[config.mk]
export PLATFORM = sky130hd
export DESIGN_NAME = vcp_unit
export DESIGN_NICKNAME = d
export VERILOG_FILES = /design/src/rtl/vcp_pkg.sv /design/src/rtl/vcp_lane_extract.sv /design/src/rtl/vcp_imm_extend.sv /design/src/rtl/vcp_relation.sv /design/src/rtl/vcp_pred_merge.sv /design/src/rtl/vcp_unit.sv
export SDC_FILE = /design/constraint.sdc
export NUM_CORES = 1
export LEC_CHECK = 0
export ABC_AREA = 1
export ABC_CLOCK_PERIOD_IN_PS = 1500
export BUFFER_PORTS_ARGS = -buffer_cell sky130_fd_sc_hd__buf_2
export CAP_MARGIN = 20
export CORE_MARGIN = 5
export CORE_UTILIZATION = 45
export CTS_CLUSTER_SIZE = 28
export DETAILED_ROUTE_END_ITERATION = 7
export HOLD_SLACK_MARGIN = 0.1
export PLACE_DENSITY_LB_ADDON = 0.1
export RECOVER_POWER = 25
export SLEW_MARGIN = 15
export SYNTH_ARGS = -nofsm -noshare
export SYNTH_HDL_FRONTEND = slang
export SYNTH_SLANG_ARGS = --single-unit
[constraint.sdc]
create_clock -name clk -period 1.5 [get_ports clk]
set_clock_uncertainty 0.1 [all_clocks]
set_input_delay 0.15 -clock clk [delete_from_list [all_inputs] [get_ports clk]]
set_output_delay 0.15 -clock clk [all_outputs]
set_load 0.02 [all_outputs]
[src/rtl/vcp_pkg.sv]
package vcp_pkg;
   localparam int SEL_W = 4;
   localparam int CMP_W = 3;
   localparam int BOP_W = 2;

   typedef enum logic [CMP_W-1:0] {
      REL_NEVER = 3'd0,
      REL_LT    = 3'd1,
      REL_EQ    = 3'd2,
      REL_LE    = 3'd3,
      REL_GT    = 3'd4,
      REL_NE    = 3'd5,
      REL_GE    = 3'd6,
      REL_ALWAYS= 3'd7
   } vcp_rel_e;

   typedef enum logic [BOP_W-1:0] {
      MRG_AND  = 2'd0,
      MRG_OR   = 2'd1,
      MRG_XOR  = 2'd2,
      MRG_AND2 = 2'd3
   } vcp_mrg_e;

   // field codes 6 and 7 both name the full word
   function automatic logic sel_is_word(input logic [SEL_W-1:0] s);
      return s[2:1] == 2'b11;
   endfunction
endpackage

[src/rtl/vcp_lane_extract.sv]
module vcp_lane_extract
   import vcp_pkg::*;
#(
   parameter int DATA_W = 32
) (
   input  logic [DATA_W-1:0] raw,
   input  logic [SEL_W-1:0]  sel,
   output logic [DATA_W-1:0] ext
);
   localparam int BYTE_W = DATA_W / 4;
   localparam int HALF_W = DATA_W / 2;

   logic [DATA_W-1:0] byte_ext [4];
   logic [DATA_W-1:0] half_ext [2];

   for (genvar k = 0; k < 4; k++) begin : g_byte
      logic [BYTE_W-1:0] lane;
      assign lane        = raw[k*BYTE_W +: BYTE_W];
      assign byte_ext[k] = {{(DATA_W-BYTE_W){sel[3] & lane[BYTE_W-1]}}, lane};
   end

   for (genvar h = 0; h < 2; h++) begin : g_half
      logic [HALF_W-1:0] lane;
      assign lane        = raw[h*HALF_W +: HALF_W];
      assign half_ext[h] = {{(DATA_W-HALF_W){sel[3] & lane[HALF_W-1]}}, lane};
   end

   always_comb begin
      case (sel[2:0])
         3'd0, 3'd1, 3'd2, 3'd3: ext = byte_ext[sel[1:0]];
         3'd4:                   ext = half_ext[0];
         3'd5:                   ext = half_ext[1];
         default:                ext = raw;
      endcase
   end
endmodule

[src/rtl/vcp_imm_extend.sv]
module vcp_imm_extend #(
   parameter int IMM_W  = 16,
   parameter int DATA_W = 32
) (
   input  logic [IMM_W-1:0]  imm,
   input  logic              sgn,
   output logic [DATA_W-1:0] ext
);
   if (IMM_W == DATA_W) begin : g_same
      logic unused_sgn;
      assign unused_sgn = sgn;
      assign ext        = imm;
   end else begin : g_widen
      assign ext = {{(DATA_W-IMM_W){sgn & imm[IMM_W-1]}}, imm};
   end
endmodule

[src/rtl/vcp_relation.sv]
module vcp_relation
   import vcp_pkg::*;
#(
   parameter int DATA_W = 32
) (
   input  logic [DATA_W-1:0] a,
   input  logic [DATA_W-1:0] b,
   input  logic [SEL_W-1:0]  a_sel,
   input  logic [SEL_W-1:0]  b_sel,
   input  logic [CMP_W-1:0]  code,
   output logic              hit
);
   logic mixed, any_word, use_signed, blocked;
   logic lt_s, lt_u, lt, eq;
   logic raw_hit;

   assign mixed      = a_sel[3] ^ b_sel[3];
   assign any_word   = sel_is_word(a_sel) | sel_is_word(b_sel);
   // mixed narrow fields both fit a signed word
   assign use_signed = mixed ? 1'b1 : a_sel[3];
   assign blocked    = mixed & any_word;

   assign lt_s = $signed(a) < $signed(b);
   assign lt_u = a < b;
   assign lt   = use_signed ? lt_s : lt_u;
   assign eq   = a == b;

   always_comb begin
      case (vcp_rel_e'(code))
         REL_NEVER:  raw_hit = 1'b0;
         REL_LT:     raw_hit = lt;
         REL_EQ:     raw_hit = eq;
         REL_LE:     raw_hit = lt | eq;
         REL_GT:     raw_hit = ~(lt | eq);
         REL_NE:     raw_hit = ~eq;
         REL_GE:     raw_hit = ~lt;
         default:    raw_hit = 1'b1;
      endcase
   end

   assign hit = raw_hit & ~blocked;
endmodule

[src/rtl/vcp_pred_merge.sv]
module vcp_pred_merge
   import vcp_pkg::*;
(
   input  logic             res,
   input  logic             src,
   input  logic             src_inv,
   input  logic [BOP_W-1:0] op,
   output logic             y
);
   logic s;
   assign s = src ^ src_inv;

   always_comb begin
      case (vcp_mrg_e'(op))
         MRG_OR:  y = res | s;
         MRG_XOR: y = res ^ s;
         default: y = res & s;
      endcase
   end
endmodule

[src/rtl/vcp_unit.sv]
module vcp_unit
   import vcp_pkg::*;
#(
   parameter int DATA_W = 32,
   parameter int IMM_W  = 16
) (
   input  logic              clk,
   input  logic              rst_n,
   input  logic              in_valid,
   input  logic [DATA_W-1:0] a_data,
   input  logic [DATA_W-1:0] b_data,
   input  logic [IMM_W-1:0]  b_imm,
   input  logic              b_use_imm,
   input  logic [SEL_W-1:0]  a_sel,
   input  logic [SEL_W-1:0]  b_sel,
   input  logic [CMP_W-1:0]  cmp_code,
   input  logic [BOP_W-1:0]  bool_op,
   input  logic              src_pred,
   input  logic              src_pred_inv,
   output logic              p_out,
   output logic              q_out,
   output logic              out_valid
);
   localparam int N_PRED = 2;

   if (DATA_W % 4 != 0 || DATA_W < 8) begin : g_bad_data_w
      $error("vcp_unit: DATA_W must be a multiple of 4 and at least 8");
   end
   if (IMM_W < 1 || IMM_W > DATA_W) begin : g_bad_imm_w
      $error("vcp_unit: IMM_W must lie in 1..DATA_W");
   end

   logic [DATA_W-1:0] a_ext, b_reg_ext, b_imm_ext, b_ext;
   logic              rel_hit;
   logic [N_PRED-1:0] cand, merged;

   vcp_lane_extract #(.DATA_W(DATA_W)) u_a_lane (
      .raw (a_data),
      .sel (a_sel),
      .ext (a_ext)
   );

   vcp_lane_extract #(.DATA_W(DATA_W)) u_b_lane (
      .raw (b_data),
      .sel (b_sel),
      .ext (b_reg_ext)
   );

   vcp_imm_extend #(.IMM_W(IMM_W), .DATA_W(DATA_W)) u_b_imm (
      .imm (b_imm),
      .sgn (b_sel[3]),
      .ext (b_imm_ext)
   );

   assign b_ext = b_use_imm ? b_imm_ext : b_reg_ext;

   vcp_relation #(.DATA_W(DATA_W)) u_rel (
      .a     (a_ext),
      .b     (b_ext),
      .a_sel (a_sel),
      .b_sel (b_sel),
      .code  (cmp_code),
      .hit   (rel_hit)
   );

   assign cand = {~rel_hit, rel_hit};

   for (genvar i = 0; i < N_PRED; i++) begin : g_merge
      vcp_pred_merge u_merge (
         .res     (cand[i]),
         .src     (src_pred),
         .src_inv (src_pred_inv),
         .op      (bool_op),
         .y       (merged[i])
      );
   end

   always_ff @(posedge clk or negedge rst_n) begin
      if (!rst_n) begin
         p_out     <= 1'b0;
         q_out     <= 1'b0;
         out_valid <= 1'b0;
      end else begin
         out_valid <= in_valid;
         if (in_valid) begin
            p_out <= merged[0];
            q_out <= merged[1];
         end
      end
   end
endmodule

Word level (Yosys, flattened, before mapping)
Index checks and enable logic that the tools add are counted.

word-level totals
  flip-flop bits (word level) = 3
  bits in latches = 0
  bits in writable memories = 0
  memory bits (read-only) = 0
  memories kept = 0

cells by class
  $add $sub $neg = 0
  $mul = 0
  divide/modulo/power cells = 0
  order comparisons = 4
  equal/unequal tests = 21
  shift-type cells = 0
  mux-type cells = 14
  bitwise logic cells = 28
  reduce and logical (&&, ||, !) cells = 5

operator list
  operator            count
  $pmux 32 s3         2
  $mux 32             5
  $bmux 32 s2         2
  $lt 32x32->1        2
  $eq 32x32->1        1
  $eq 3x3->1 const B  7
  $eq 3x2->1 const B  6
  $and 1x1->1         13
  $eq 3x1->1 const B  3
  $logic_not 3->1     3
  $reduce_or 4->1     2
  $pmux 1 s7          1
  $eq 2x2->1 const B  3
  $ge 3x3->1 const B  2
  $not 2->3           2
  $not 1->1           5
  $or 1x1->1          4
  $pmux 1 s2          2
  $xor 1x1->1         4
  $eq 2x1->1 const B  1
  $mux 1              2

Logic depth before layout (Yosys ltp)
Gate-level depths: netlist of run 1.

  word-level depth = 15
  gate-level depth with buffers = 32
  gate-level depth less buffers = 32

By module
From an unflattened synthesis of run 1, not the netlist that was laid out.

second synthesis, totals
  cells, all modules = 689
  area, all modules = 3,648.5 µm²

modules (own cells, without submodules)
  module            instances  cells an instance  area an instance (µm²)  sequential area each (µm²)
  vcp_lane_extract  2          166                782.0                   0.0
  vcp_relation      1          175                1,039.7                 0.0
  vcp_unit          1          115                596.8                   75.1
  vcp_imm_extend    1          33                 240.2                   0.0
  vcp_pred_merge    2          17                 103.8                   0.0

Worst setup path before layout of run 1
OpenSTA, ideal clock, no wires.

  kind = in2reg
  start = input a_sel[0]
  end = register q_out
  arrival time = 3.208 ns
  required time = 1.318 ns
  slack = -1.890 ns
  cell stages on the path = 26
  buffers on the path = 1
  cells stage by stage = nand2_2 nor2_1 a21oi_1 a31oi_4 nand2_4 o2111ai_2 o21ai_2 buf_6 a21oi_2 ha_1 a21oi_1 nor2_1 nor2_1 nand3_1 a21oi_1 nand2_1 nand2_1 nand2_1 nand2_1 nand3_1 nor2_1 nor2_1 ha_1 a22oi_1 or2_2 a31oi_1

between the ends
  word-level cells in the longest chain between the ends = 14
  elaborated cells on any way between the ends = 27
  those cells by class = order compare: 2; eq/ne: 6; mux: 7; bitwise: 10; reduce/logical: 2

ends and longest elaborated chain
  element                                     RTL line                                source
  start: declaration                          vcp_unit.sv:14                          input logic [SEL_W-1:0] a_sel,
  $not 2->3 (implied by the code)             vcp_lane_extract.sv:30                  3'd0, 3'd1, 3'd2, 3'd3: ext = byte_ext[sel[1:0]];
  $bmux 32 s2                                 vcp_lane_extract.sv:30
  $mux 32 (implied by the code) (2 in a row)  vcp_lane_extract.sv:30
  $pmux 32 s3 (*)                             vcp_lane_extract.sv:29                  case (sel[2:0])
  $lt 32x32->1 (on tied branches)             vcp_relation.sv:24, vcp_relation.sv:23
  $mux 1                                      vcp_relation.sv:25                      assign lt = use_signed ? lt_s : lt_u;
  $or 1x1->1                                  vcp_relation.sv:33, vcp_relation.sv:34
  $not 1->1                                   vcp_relation.sv:34                      REL_GT: raw_hit = ~(lt | eq);
  $pmux 1 s7 (*)                              vcp_relation.sv:29                      case (vcp_rel_e'(code))
  $and 1x1->1 (*)                             vcp_relation.sv:41                      assign hit = raw_hit & ~blocked;
  $not 1->1 (*)                               vcp_unit.sv:66                          assign cand = {~rel_hit, rel_hit};
  $and 1x1->1, or another cell as far along   vcp_pred_merge.sv:17                    default: y = res & s;
  $pmux 1 s2 (*)                              vcp_pred_merge.sv:14                    case (vcp_mrg_e'(op))
  end signal: assignment                      vcp_unit.sv:87                          q_out <= merged[1];
  end: declaration                            vcp_unit.sv:21                          output logic q_out,

Every way passes the cells marked *; elsewhere a longest branch is shown, timed or not. The select of a mux whose other input is x is not followed.
A chain may end at the register's enable or synchronous reset.

Final worst setup path of run 1
  start = input a_sel[0]
  end = register p_out

between the ends
  word-level cells in the longest chain between the ends = 13
  elaborated cells on any way between the ends = 26
  those cells by class = order compare: 2; eq/ne: 6; mux: 7; bitwise: 9; reduce/logical: 2

ends and longest elaborated chain
  element                                     RTL line                                source
  $not 2->3 (implied by the code)             vcp_lane_extract.sv:30
  $bmux 32 s2                                 vcp_lane_extract.sv:30
  $mux 32 (implied by the code) (2 in a row)  vcp_lane_extract.sv:30
  $pmux 32 s3 (*)                             vcp_lane_extract.sv:29
  $lt 32x32->1 (on tied branches)             vcp_relation.sv:24, vcp_relation.sv:23
  $mux 1                                      vcp_relation.sv:25
  $or 1x1->1                                  vcp_relation.sv:33, vcp_relation.sv:34
  $not 1->1                                   vcp_relation.sv:34
  $pmux 1 s7 (*)                              vcp_relation.sv:29
  $and 1x1->1 (*)                             vcp_relation.sv:41
  $and 1x1->1, or another cell as far along   vcp_pred_merge.sv:17
  $pmux 1 s2 (*)                              vcp_pred_merge.sv:14
  end signal: assignment                      vcp_unit.sv:86                          p_out <= merged[0];
  end: declaration                            vcp_unit.sv:20                          output logic p_out,

Marked as above.

==> results of run 1 <==
layer usage:
layer | track usage [%] | part of all wire [%]
met4 | 4.32 | 1.9
met5 | 0 | 0
met2 | 45.7 | 50
met1 | 31.4 | 42
met3 | 1.46 | 5.6
worst max path at each step:
| stage | slack, ns | start | cells past startpoint | to |
|---|---|---|---|---|
| after floorplan | -1.77 | b_sel[1] | 26 | q_out |
| after global placement | -2.09 | b_sel[0] | 28 | q_out |
| after detailed placement | -2.34 | b_sel[0] | 25 | q_out |
| after CTS | -1.92 | b_sel[0] | 28 | p_out |
| after global routing | -2.18 | b_sel[0] | 26 | q_out |
| final | -2.04 | a_sel[0] | 27 | p_out |
state kept, by name, indices dropped and copies added (netlist names):
name / flops
out_valid: 1
q_out: 1
p_out: 1
cells in the final DEF (no fill, tap or decap), types with 6 or more instances in the layout:
cell and n:
buf_2 96, nand2_1 93, buf_4 87, inv_1 59
nor2_1 45, ha_1 33, o21ai_0 24, a21oi_1 20
nand2_2 14, nand3_1 14, o21ai_2 13, o221ai_1 13
a21oi_2 10, o211ai_1 8, inv_2 7, nand4_1 7
o22ai_1 7, nor2_2 6
cell type report:
class / instances / area (sq um)
timing repair buffer: 195 / 1300
inverter: 71 / 277
tap: 72 / 90.1
clock buffer: 4 / 45.0
fill: 431 / 1260
multi-input combinational: 358 / 2460
sequential: 3 / 75.1
cell usage after synthesis, drive strengths merged, types with 5 or more instances:
cell type,number
a21oi,34
a31oi,5
clkbuf,8
ha,39
inv,69
nand2,109
nand3,18
nand4,7
nor2,56
o2111ai,5
o211ai,9
o21ai,43
o221ai,14
o22ai,7
where the power goes:
part | leakage [nW] | switching, mW | total, mW | internal, mW
Sequential | 0.0354 | 0.00492 | 0.0961 | 0.0912
Combinational | 2.21 | 0.829 | 1.55 | 0.719
Clock | 0.0228 | 0.0640 | 0.246 | 0.182
cells by family after synthesis:
group,Yosys count
AOI/OAI and AO/OA,124
and+or+nand+nor,193
buffers and inverters,82
xor gates and xnor gates,1
adders and majority gates,39
DFF,3
what timing repair did:
action,CTS,global route
resized for setup,18,52
hold buffers,2,0
hold endpoints to repair,6,0
buffers inserted,3,2
gates cloned,2,1
endpoints found under the setup margin,2,2
pin swaps,13,21
==> reports/metrics.yaml, run 1 <==
status: "finished, violations left"
violations: "setup timing"
cap_violations: 0
clock_tree.root_cell: "clkbuf_8"
synth-compound-area-share_pct: 33.6
p_leak_nw: 2.27
routed-via-count: 3791
worst_pin_slew_ns: 0.387
nNetsFinal: 770
post_dp_cell_area_sq_um: 3810
slew_headroom_pct: 74.0
synth_warnings: 0
track_usage_pct: 24.7
crit_family: "compound AO/OA/AOI/OAI gates"
grt-ovfl-total: 0
syn2layout_area_growth_pct: 66.4
grt_pass1_wl_um: 15100
clkTransAtPathRegs_ns: 0.04
numCtsBuffers: 3
drtIter0Drc: 231
synth_top_family_by_area: "compound AO/OA/AOI/OAI gates"
ys_seq_area_share_pct: 2.94
antenna_left: 0
power_density_nw_per_um2: 445
grt_pass1_vias: 3473
drc: 0
required_ns: 1.49
async_flop_share_pct: 100
clkSinkCount: 3
crit_path_max_fanout: 8
gp_congestion: 0.945
synth_top_area_share_pct: 19.1
mappedNetlistNets: 580
syn_area_per_cell_sq_um: 5.77
rr_worst_depth: 2
cp_num_buf_inv: 6
r2r_slack_ns: 0.75
finalCritPeriodShare_pct: 236
ys_ff_latch: 3
yosys.area_share.adder_pct: 19.1
start_util_pct: 46.3
power_mw: 1.89
core_sq_um: 5510
portBuffers: 101
dp_hpwl_um: 8070
fin_cells: 703
antenna_found_initial: 0
die_x_um: 85.3
yosys.area_share.simple_pct: 31.3
fin_hold_ws_ns: 0.179
hold_violations: 0
diodes: 0
boundaryPins: 102
synthXorXnorAreaFrac_pct: 0.343
syn_area_sq_um: 2550
setup_viol: 2
fin_setup_tns_ns: -4.04
insertion_delay_ns: 0.22
period_needed_ns: 3.54
dieArea_sq_um: 7270
grt_setup_unrepaired: "true"
post_drt_wl_per_cell_um: 14.4
drive_above_1_share_pct: 44.7
utilization_pct: 77.1
r2r_start: "p_out"
dp_worst_setup_slack_ns: -2.34
dp.cells: 689
fin_ws_ns: -2.04
synth_edf_count: 0
synth.distinct_cells: 38
start_kind: "input port"
synth_area_leaders: "ha_1, nand2_1, inv_1"
fmax_mhz: 283
path_class: "in2reg"
r2r_end: "p_out"
num_rows: 27
ys.flop_type: "dfrtp_1"
muxShareOfSynthArea_pct: 0
netlist_instances: 442
critPathMaxStageDelay_ns: 0.26
final_max_slew_viol_count: 0
final_area_sq_um: 4240
wirelength_um: 10100
yosysTopAreaCell: "ha_1"
cts_tree: "done"
grt_max_degree: 33
first_pass_iters: 5
hold_class: "in2async"
critical_path_arrival_ns: 3.53
cp_common_cell: "nand2_1"
crit_path_end_kind: "flop"
h-tree-depth: 1
slowest_stage: "ha_4"
peakVddDrop_v: 0.000474
ctsLongestPathBuffers: 2
vias_per_cell: 5.39
fp.dieH_um: 85.3
Note: power is estimated with default switching activity, not from simulation.
==> run 2, diff against run 1 <==
--- a/config.mk
+++ b/config.mk
@@ -9,8 +9,10 @@
 export ABC_CLOCK_PERIOD_IN_PS = 1500
 export BUFFER_PORTS_ARGS = -buffer_cell sky130_fd_sc_hd__buf_2
 export CAP_MARGIN = 20
+export CELL_PAD_IN_SITES_DETAIL_PLACEMENT = 0
+export CELL_PAD_IN_SITES_GLOBAL_PLACEMENT = 1
 export CORE_MARGIN = 5
-export CORE_UTILIZATION = 45
+export CORE_UTILIZATION = 35
 export CTS_CLUSTER_SIZE = 28
 export DETAILED_ROUTE_END_ITERATION = 7
 export HOLD_SLACK_MARGIN = 0.1
==> reports/metrics.yaml, run 2 (synthesized netlist as in run 1, its figures left out) <==
violations: "setup timing"  # unchanged
core_sq_um: 7180  # was 5510 sq um
startpoint: "b_sel[1]"  # was a_sel[0]
dp.cells: 724  # was 689
drive_above_1_share_pct: 47.3  # was 44.7%
fin_ws_ns: -1.94  # was -2.04 ns
dieArea_sq_um: 9090  # was 7270 sq um
cts_tree: "done"  # unchanged
clock_tree.root_cell: "clkbuf_8"  # unchanged
slowest_stage: "ha_1"  # was ha_4
track_usage_pct: 21.1  # was 24.7%
rr_worst_depth: 2  # unchanged
portBuffers: 101  # unchanged
slew_headroom_pct: 76.8  # was 74.0%
post_drt_wl_per_cell_um: 13.5  # was 14.4 um
h-tree-depth: 1  # unchanged
clkSinkCount: 3  # unchanged
start_kind: "input port"  # unchanged
start_util_pct: 35.5  # was 46.3%
clkTransAtPathRegs_ns: 0.03  # was 0.04 ns
drtIter0Drc: 133  # was 231
reg_top3: "out_valid: 1 flops, p_out: 1 flops, q_out: 1 flops"  # unchanged
r2r_start: "p_out"  # unchanged
first_pass_iters: 4  # was 5
vias_per_cell: 4.91  # was 5.39
p_leak_nw: 2.32  # was 2.27 nW
required_ns: 1.49  # about the same
grt_pass1_vias: 3528  # was 3473
insertion_delay_ns: 0.21  # was 0.22 ns
layout_commonest_cell: "buf_4"  # was buf_2
r2r_slack_ns: 0.78  # was 0.75 ns
peakVddDrop_v: 0.000164  # was 0.000474 V
ctsLongestPathBuffers: 2  # unchanged
crit_end: "q_out"  # was p_out
crit_family: "simple AND/OR/NAND/NOR gates"  # was compound AO/OA/AOI/OAI gates
fin_cells: 737  # was 703
grt-ovfl-total: 0  # unchanged
die_x_um: 95.4  # was 85.3 um
gp_congestion: 0.893  # was 0.945
num_rows: 31  # was 27
cp_num_buf_inv: 5  # was 6
crit_path_end_kind: "flop"  # unchanged
routed-via-count: 3616  # was 3791
cap_violations: 0  # unchanged
grt_setup_unrepaired: "true"  # unchanged
boundaryPins: 102  # unchanged
setup_viol: 2  # unchanged
antenna_found_initial: 0  # unchanged
numCtsBuffers: 3  # unchanged
power_density_nw_per_um2: 432  # was 445 nW/um^2
nFillCells: 707  # was 431
final_max_slew_viol_count: 0  # unchanged
dp_hpwl_um: 8440  # was 8070 um
critical_path_arrival_ns: 3.44  # was 3.53 ns
layout_common_cells: "buf_4, buf_2, nand2_1"  # was buf_2, nand2_1, buf_4
hold_violations: 0  # unchanged
finalCritPeriodShare_pct: 229  # was 236%
fin_setup_tns_ns: -3.87  # was -4.04 ns
critPathMaxStageDelay_ns: 0.29  # was 0.26 ns
fmax_mhz: 291  # was 283 MHz
status: "finished, violations left"  # unchanged
drc: 0  # unchanged
cp_common_cell: "nand2_1"  # unchanged
fin_hold_ws_ns: 0.175  # was 0.179 ns
diodes: 0  # unchanged
crit_path_max_fanout: 6  # was 8
nNetsFinal: 777  # was 770
grt_pass1_wl_um: 15600  # was 15100 um
syn2layout_area_growth_pct: 71.9  # was 66.4%
path_class: "in2reg"  # unchanged
antenna_left: 0  # unchanged
hold_class: "in2async"  # unchanged
fp.dieH_um: 95.4  # was 85.3 um
grt_max_degree: 24  # was 33
cp.depth: 29  # was 27
r2r_end: "p_out"  # unchanged
utilization_pct: 61.1  # was 77.1%
worst_pin_slew_ns: 0.348  # was 0.387 ns
dp_worst_setup_slack_ns: -2.26  # was -2.34 ns
period_needed_ns: 3.44  # was 3.54 ns
wirelength_um: 9980  # was 10100 um
-- run 2: cell types whose count changed in the layout (fill, tap and decap cells not counted), sizes merged --
cell and change:
o21ai -1, buf +8
-- run 2: worst register-to-register path, cell delays in order, from the launching register on --
cell	delay, ns
dfrtp_1	0.36
nor2_1	0.10
a31oi_1	0.04
-- run 2: metal layers --
| metal | track usage, % | part of all wire (%) |
|---|---|---|
| met4 | 3.85 | 0.93 |
| met1 | 28.3 | 44 |
| met3 | 1.26 | 5.3 |
| met2 | 37.2 | 49 |
| met5 | 0 | 0 |
-- run 2: worst min-delay path by stage --
stage | from | to | cells after the start
after global routing | rst_n | out_valid | 2
after detailed placement | rst_n | p_out | 1
after floorplan | rst_n | out_valid | 0
after global placement | rst_n | out_valid | 1
final | rst_n | q_out | 2
after CTS | rst_n | q_out | 2
-- run 2: power breakdown --
part / internal, mW / switching [mW] / total (mW)
combinational: 0.736 / 0.830 / 1.57
sequential: 0.0913 / 0.00388 / 0.0951
clock: 0.181 / 0.0521 / 0.233
-- run 2: area by class of cell --
| type | count | area (sq um) | area share (%) |
|---|---|---|---|
| sequential | 3 | 75.1 | 1.71 |
| multi-input combinational | 357 | 2490 | 56.9 |
| timing repair buffer | 203 | 1370 | 31.2 |
| inverter | 71 | 279 | 6.37 |
| clock buffer | 4 | 45.0 | 1.03 |
| tap | 99 | 124 | 2.83 |
-- run 2: stage by stage --
step	area [sq um]	total power, mW
3_3_place_gp	3910	1.40
4_1_cts	4070	1.72
3_5_place_dp	3910	1.43
2_1_floorplan	2610	0.857
6_report	4380	1.89
5_1_grt	4380	2.07
-- run 2: timing repair --
action / in CTS / in global routing
pin swaps: 15 / 22
hold buffers: 2 / 0
hold endpoints to repair: 6 / 0
resized for setup: 25 / 64
setup endpoints to repair: 2 / 2
gates cloned: 0 / 1
setup buffers: 1 / 5
